`src/rtl/nbar_pkg.sv`:
```
package nbar_pkg;
    typedef enum logic [1:0] {
        OP_ALLOC = 2'd0,
        OP_INIT  = 2'd1,
        OP_BIND  = 2'd2,
        OP_WAIT  = 2'd3
    } nbar_op_e;
endpackage

```
`src/rtl/nbar_tally.sv`:
```
// Counts, per barrier, how many accepted arrivals hit it this cycle.
module nbar_tally #(
    parameter int NT    = 8,
    parameter int NB    = 32,
    parameter int BID_W = 5,
    parameter int HIT_W = 4
) (
    input  logic [NT-1:0]             arr_ok_i,
    input  logic [NT-1:0][BID_W-1:0]  bound_i,
    output logic [NB-1:0][HIT_W-1:0]  hits_o
);
    for (genvar b = 0; b < NB; b++) begin : g_bar
        logic [HIT_W-1:0] acc;
        always_comb begin
            acc = '0;
            for (int t = 0; t < NT; t++) begin
                if (arr_ok_i[t] && bound_i[t] == BID_W'(b)) acc = acc + 1'b1;
            end
        end
        assign hits_o[b] = acc;
    end
endmodule

```
`src/rtl/nbar_wait_table.sv`:
```
// Per-thread wait record and registered release pulse.
module nbar_wait_table #(
    parameter int NT    = 8,
    parameter int NB    = 32,
    parameter int BID_W = 5,
    parameter int TID_W = 3
) (
    input  logic             clk,
    input  logic             rst_n,
    input  logic             set_i,
    input  logic [TID_W-1:0] set_tid_i,
    input  logic [BID_W-1:0] set_bid_i,
    input  logic [NB-1:0]    done_i,
    output logic [NT-1:0]    release_o
);
    typedef struct packed {
        logic [NT-1:0]            waiting;
        logic [NT-1:0][BID_W-1:0] wbid;
        logic [NT-1:0]            rel;
    } wt_state_t;

    wt_state_t st_d, st_q;

    always_comb begin
        st_d = st_q;
        for (int t = 0; t < NT; t++) begin
            st_d.rel[t]     = st_q.waiting[t] && done_i[st_q.wbid[t]];
            st_d.waiting[t] = st_q.waiting[t] && !st_d.rel[t];
            if (set_i && set_tid_i == TID_W'(t)) begin
                st_d.waiting[t] = 1'b1;
                st_d.wbid[t]    = set_bid_i;
            end
        end
    end

    always_ff @(posedge clk) begin
        if (!rst_n) st_q <= '0;
        else        st_q <= st_d;
    end

    assign release_o = st_q.rel;

    for (genvar t = 0; t < NT; t++) begin : g_chk

        rel_needs_wait_chk: assert property (@(posedge clk) disable iff (!rst_n)
            release_o[t] |-> $past(st_q.waiting[t]));
    end
endmodule

```
`src/rtl/nbar_unit.sv`:
```
module nbar_unit
    import nbar_pkg::*;
#(
    parameter int NT    = 8,
    parameter int NB    = 32,
    parameter int CNT_W = 8,
    parameter int ID_W  = 8
) (
    input  logic                     clk,
    input  logic                     rst_n,
    input  logic                     cmd_valid_i,
    input  logic [1:0]               cmd_op_i,
    input  logic [$clog2(NT)-1:0]    cmd_tid_i,
    input  logic [ID_W-1:0]          cmd_bid_i,
    input  logic [CNT_W-1:0]         cmd_arg_i,
    input  logic [NT-1:0]            arrive_i,
    output logic [NT-1:0]            release_o,
    output logic                     err_o
);
    localparam int TID_W = $clog2(NT);
    localparam int BID_W = $clog2(NB);
    localparam int AW    = $clog2(NB + 1);
    localparam int HIT_W = $clog2(NT + 1);

    typedef struct packed {
        logic [AW-1:0]            alloc_n;
        logic                     err;
        logic [NB-1:0][CNT_W-1:0] cnt;
        logic [NB-1:0][CNT_W-1:0] part;
        logic [NT-1:0][BID_W-1:0] bound;
    } nb_state_t;

    nb_state_t st_d, st_q;

    nbar_op_e                 op;
    logic                     bid_ok, is_alloc, is_init, is_bind, is_wait, bad_cmd;
    logic [BID_W-1:0]         bid_lo;
    logic [NT-1:0]            arr_ok;
    logic [NB-1:0][HIT_W-1:0] hits;
    logic [NB-1:0]            done;
    logic [NB-1:0]            init_hit;

    always_comb begin
        op       = nbar_op_e'(cmd_op_i);
        bid_ok   = cmd_bid_i < ID_W'(st_q.alloc_n);
        bid_lo   = cmd_bid_i[BID_W-1:0];
        is_alloc = cmd_valid_i && op == OP_ALLOC;
        is_init  = cmd_valid_i && op == OP_INIT && bid_ok;
        is_bind  = cmd_valid_i && op == OP_BIND && bid_ok;
        is_wait  = cmd_valid_i && op == OP_WAIT && bid_ok;
        bad_cmd  = cmd_valid_i && op != OP_ALLOC && !bid_ok;
        for (int t = 0; t < NT; t++) begin
            arr_ok[t] = arrive_i[t] && (AW'(st_q.bound[t]) < st_q.alloc_n);
        end
    end

    nbar_tally #(.NT(NT), .NB(NB), .BID_W(BID_W), .HIT_W(HIT_W)) u_tally (
        .arr_ok_i (arr_ok),
        .bound_i  (st_q.bound),
        .hits_o   (hits)
    );

    always_comb begin
        logic [CNT_W:0] sum;
        st_d = st_q;
        st_d.err = st_q.err | bad_cmd | (|(arrive_i & ~arr_ok));
        for (int b = 0; b < NB; b++) begin
            init_hit[b] = is_init && bid_lo == BID_W'(b);
            sum         = {1'b0, st_q.cnt[b]} + (CNT_W + 1)'(hits[b]);
            done[b]     = (hits[b] != '0) && (sum >= {1'b0, st_q.part[b]})
                          && !init_hit[b] && !is_alloc;
            st_d.cnt[b] = done[b] ? '0 : sum[CNT_W-1:0];
            if (is_alloc) st_d.cnt[b] = '0;
            if (init_hit[b]) begin
                st_d.cnt[b]  = '0;
                st_d.part[b] = cmd_arg_i;
            end
        end
        if (is_alloc) begin
            st_d.alloc_n = (int'(cmd_arg_i) > NB) ? AW'(NB) : AW'(cmd_arg_i);
        end
        if (is_bind) st_d.bound[cmd_tid_i] = bid_lo;
    end

    always_ff @(posedge clk) begin
        if (!rst_n) st_q <= '0;
        else        st_q <= st_d;
    end

    nbar_wait_table #(.NT(NT), .NB(NB), .BID_W(BID_W), .TID_W(TID_W)) u_wait (
        .clk       (clk),
        .rst_n     (rst_n),
        .set_i     (is_wait),
        .set_tid_i (cmd_tid_i),
        .set_bid_i (bid_lo),
        .done_i    (done),
        .release_o (release_o)
    );

    assign err_o = st_q.err;


    err_sticky_chk: assert property (@(posedge clk) disable iff (!rst_n)
        err_o |=> err_o);

    bad_wait_err_chk: assert property (@(posedge clk) disable iff (!rst_n)
        (cmd_valid_i && cmd_op_i == 2'd3 && cmd_bid_i >= ID_W'(st_q.alloc_n)) |=> err_o);

    alloc_bound_chk: assert property (@(posedge clk) disable iff (!rst_n)
        st_q.alloc_n <= AW'(NB));
    for (genvar b = 0; b < NB; b++) begin : g_chk

        cnt_below_part_chk: assert property (@(posedge clk) disable iff (!rst_n)
            st_q.cnt[b] == '0 || st_q.cnt[b] < st_q.part[b]);
    end
endmodule

```
`config.mk`:
```
export PLATFORM = sky130hd
export DESIGN_NAME = nbar_unit
export DESIGN_NICKNAME = d
export VERILOG_FILES = /design/src/rtl/nbar_pkg.sv /design/src/rtl/nbar_tally.sv /design/src/rtl/nbar_wait_table.sv /design/src/rtl/nbar_unit.sv
export SDC_FILE = /design/constraint.sdc
export NUM_CORES = 2
export LEC_CHECK = 0
export ABC_AREA = 1
export ABC_CLOCK_PERIOD_IN_PS = 8800
export BUFFER_PORTS_ARGS = -buffer_cell sky130_fd_sc_hd__buf_2
export CAP_MARGIN = 20
export CORE_MARGIN = 2
export CORE_UTILIZATION = 60
export CTS_CLUSTER_DIAMETER = 40
export CTS_CLUSTER_SIZE = 40
export DETAILED_ROUTE_END_ITERATION = 10
export MAX_ROUTING_LAYER = met4
export PLACE_DENSITY_LB_ADDON = 0.05
export SLEW_MARGIN = 20
export SYNTH_ARGS = -nofsm -noshare
export SYNTH_HDL_FRONTEND = slang
export SYNTH_HIERARCHICAL = 1
export SYNTH_SLANG_ARGS = --single-unit
```
`constraint.sdc`:
```
create_clock -name clk -period 8.8 [get_ports clk]
set_clock_uncertainty 0.15 [all_clocks]
set_input_delay 0.88 -clock clk [delete_from_list [all_inputs] [get_ports clk]]
set_output_delay 0.88 -clock clk [all_outputs]
set_load 0.02 [all_outputs]
```
==> flow_summary_export.csv <==
group,metric,value,unit
synth,syn_nets,11100,
worst_setup_path,reg2reg_depth,57,
synth,synth-seq-cells,615,
final_layout,final_nets,11200,
worst_setup_path,cp-end-kind,"flip-flop",
floorplan,die_w,323,um
cts,clkTransAtPathRegs,0.05,ns
global_route,grt_overflow,0,
floorplan,die_area,105000,um2
final_layout,area_growth,9.86,%
routing,route.vias.total,63900,
cts,cts_tree,"yes",
routing,first_pass_iters,7,
cts,clk_path_buf_depth,3,
worst_setup_path,critPathMaxStageDelay,0.34,ns
floorplan,core_region_area,101000,um2
floorplan,ioPinCount,41,
routing,ant_nets,0,
synth,synth.top_cell.area_share,0.201,
synth,synthFlopType,"dfxtp_1",
synth,synth_area_leaders,"dfxtp_1, nand2_1, ha_1",
routing,drc_errors,0,
synth,ys_seq_area_frac,0.201,
worst_setup_path,path_max_fanout,9,
worst_setup_path,crit_top_cell,"nand2_1",
flow_run,maxCapViolCount,0,
final_layout,stdcell_area,67200,um2
power_and_ir_drop,p_total,7840,uW
synth,syn_area,61200,um2
worst_hold_path,hold_path_class,"reg2reg",
synth,synth-edff-count,0,
cts,numCtsBuffers,109,
worst_setup_path,critical_path_class,"reg2reg",
worst_hold_path,min_path_cells,2,
place,dp_hpwl,144000,um
sta,max_clock_freq,121,MHz
synth,syn_area_per_cell,5.88,um2
synth,synth_top_cell_by_area,"dfxtp_1",
global_route,antenna_found_initial,5,
worst_setup_path,slowest_stage,"dfxtp_1",
global_route,grt_max_degree,81,
floorplan,rows,117,
sta,setup_viol,0,
sta,slew_headroom,0.223,
synth,synth_async_sr_flop_share,0,
synth,postSynthCellCount,10400,
power_and_ir_drop,p_leak,0.0362,uW
power_and_ir_drop,pwr_density_cell,117,nW/um2
sta,finalMaxSlewViolations,0,
cts,clock-root-buffer,"clkbuf_16",
routing,wirelength,192000,um
final_layout,finish.utilization,0.663,
worst_setup_path,arrival,8.69,ns
place,gp_congestion,1.06,
sta,tightest_slew,1.16,ns
place,portBuffers,40,
sta,period_share,0.941,
place,placed_area,62600,um2
global_route,track_usage,0.370,
cts,insertion_delay,0.70,ns
floorplan,start_util,0.603,
cts,cts_num_sinks,615,
sta,finalCriticalPeriod,8.28,ns
floorplan,dieHeight,323,um
synth,synth_cell_types,53,
synth,synth_warnings,6,
cts,h-tree-depth,3,
worst_setup_path,required,9.22,ns
routing,vias_per_cell,5.36,
final_layout,drive_above_1_share,0.0615,
power_and_ir_drop,ir_drop,0.174,mV
routing,wl_per_cell,16.2,um
global_route,grt_pass1_wl,299000,um
worst_setup_path,cp-start-kind,"flip-flop",
run_status,status,"finished, final reports clean",
sta,hold_viol,0,
global_route,grt_pass1_vias,58500,
routing,dr.first_iter.drc_count,5253,
==> flip-flops by register name (all words and copies together) (netlist names) <==
register	count
err_o	1
u_wait/release_o	8
st_q	558
u_wait/st_q	48
==> through the flow <==
stage / setup slack, ns / instances / hold slack [ns] / setup TNS [ns]
floorplan: 1.28 / 10400 / 0.265 / 0
global placement: 0.349 / 11700 / 0.273 / 0
detailed placement: 0.159 / 11700 / 0.277 / 0
CTS: 0.125 / 11900 / 0.287 / 0
global route: -0.0753 / 11900 / 0.305 / -0.135
finish: 0.523 / 11900 / 0.286 / 0
==> power by group <==
| group | switching, uW | leakage, uW | internal [uW] |
|---|---|---|---|
| combinational | 376 | 0.0293 | 141 |
| clock | 1560 | 0.00191 | 2960 |
| sequential | 3.28 | 0.00495 | 2790 |
| total | 1940 | 0.0362 | 5900 |
==> cell usage in the layout (no fill, tap or decap), types with 95 or more instances in the layout <==
master	n
a21oi_1	249
buf_4	95
clkbuf_16	111
dfxtp_1	613
ha_1	677
inv_1	1713
nand2_1	3195
nand3_1	1036
nand4_1	168
nor2_1	1576
o21ai_0	128
or2_2	106
xor2_1	192
==> metal layers <==
metal  track usage  routed length (um)  vias to the layer above
li1              -                   -                    32300
met1         0.448               80000                    28700
met2         0.591               84600                     2212
met3        0.0601               16100                      588
met4         0.195               11800                        0
met5             -                   0                        -
==> critical path, delay by kind of cell (launching register included) <==
kind / cells / cell delay (ns)
DFF: 1 / 0.34
buffers and inverters: 10 / 1.19
xor gates and xnor gates: 1 / 0.17
adders and majority gates: 7 / 1.94
and+or+nand+nor: 34 / 3.67
AOI/OAI and AO/OA: 5 / 0.64
==> cell type report <==
type	instances	area, um2
Antenna cell	1	2.50
Fill cell	9585	34200
Multi-Input combinational cell	7826	41400
Timing Repair Buffer	157	1270
Tap cell	1368	1710
Clock inverter	63	977
Inverter	1744	6580
Sequential cell	615	12300
Clock buffer	135	2950
==> synthesized netlist by cell type, types with 44 or more instances <==
cell type  instances
clkbuf_1          85
or2_2            106
nand4_1          168
a21oi_1          250
o21ai_0          159
nor3_1            44
nand2_1         3204
dfxtp_1          615
xor2_1           199
nand3_1         1041
ha_1             679
xnor2_1           56
inv_1           1719
nor2_1          1617
nand3b_1          46
==> cell families after synthesis <==
group | Yosys count | synth area share
and+or+nand+nor | 6325 | 0.434
buffers and inverters | 1963 | 0.129
adders and majority gates | 711 | 0.149
DFF | 615 | 0.201
AOI/OAI and AO/OA | 529 | 0.0483
xor gates and xnor gates | 259 | 0.0376
muxes | 2 | 0.000368
==> path summary, 6_finish.rpt <==
check | start | end | slack, ns
max | st_q[554] | u_wait/st_q[55] | 0.52
min | u_wait/st_q[54] | u_wait/release_o[6] | 0.29
max reg2reg | st_q[554] | u_wait/st_q[55] | 0.52
min reg2reg | u_wait/st_q[54] | u_wait/release_o[6] | 0.29
==> timing repair <==
action | in CTS | in global routing
buffers inserted | 0 | 11
resized for setup | 0 | 182
hold buffers | 0 | 0
endpoints found under the setup margin | 0 | 16
(Power assumes the default switching activity.)
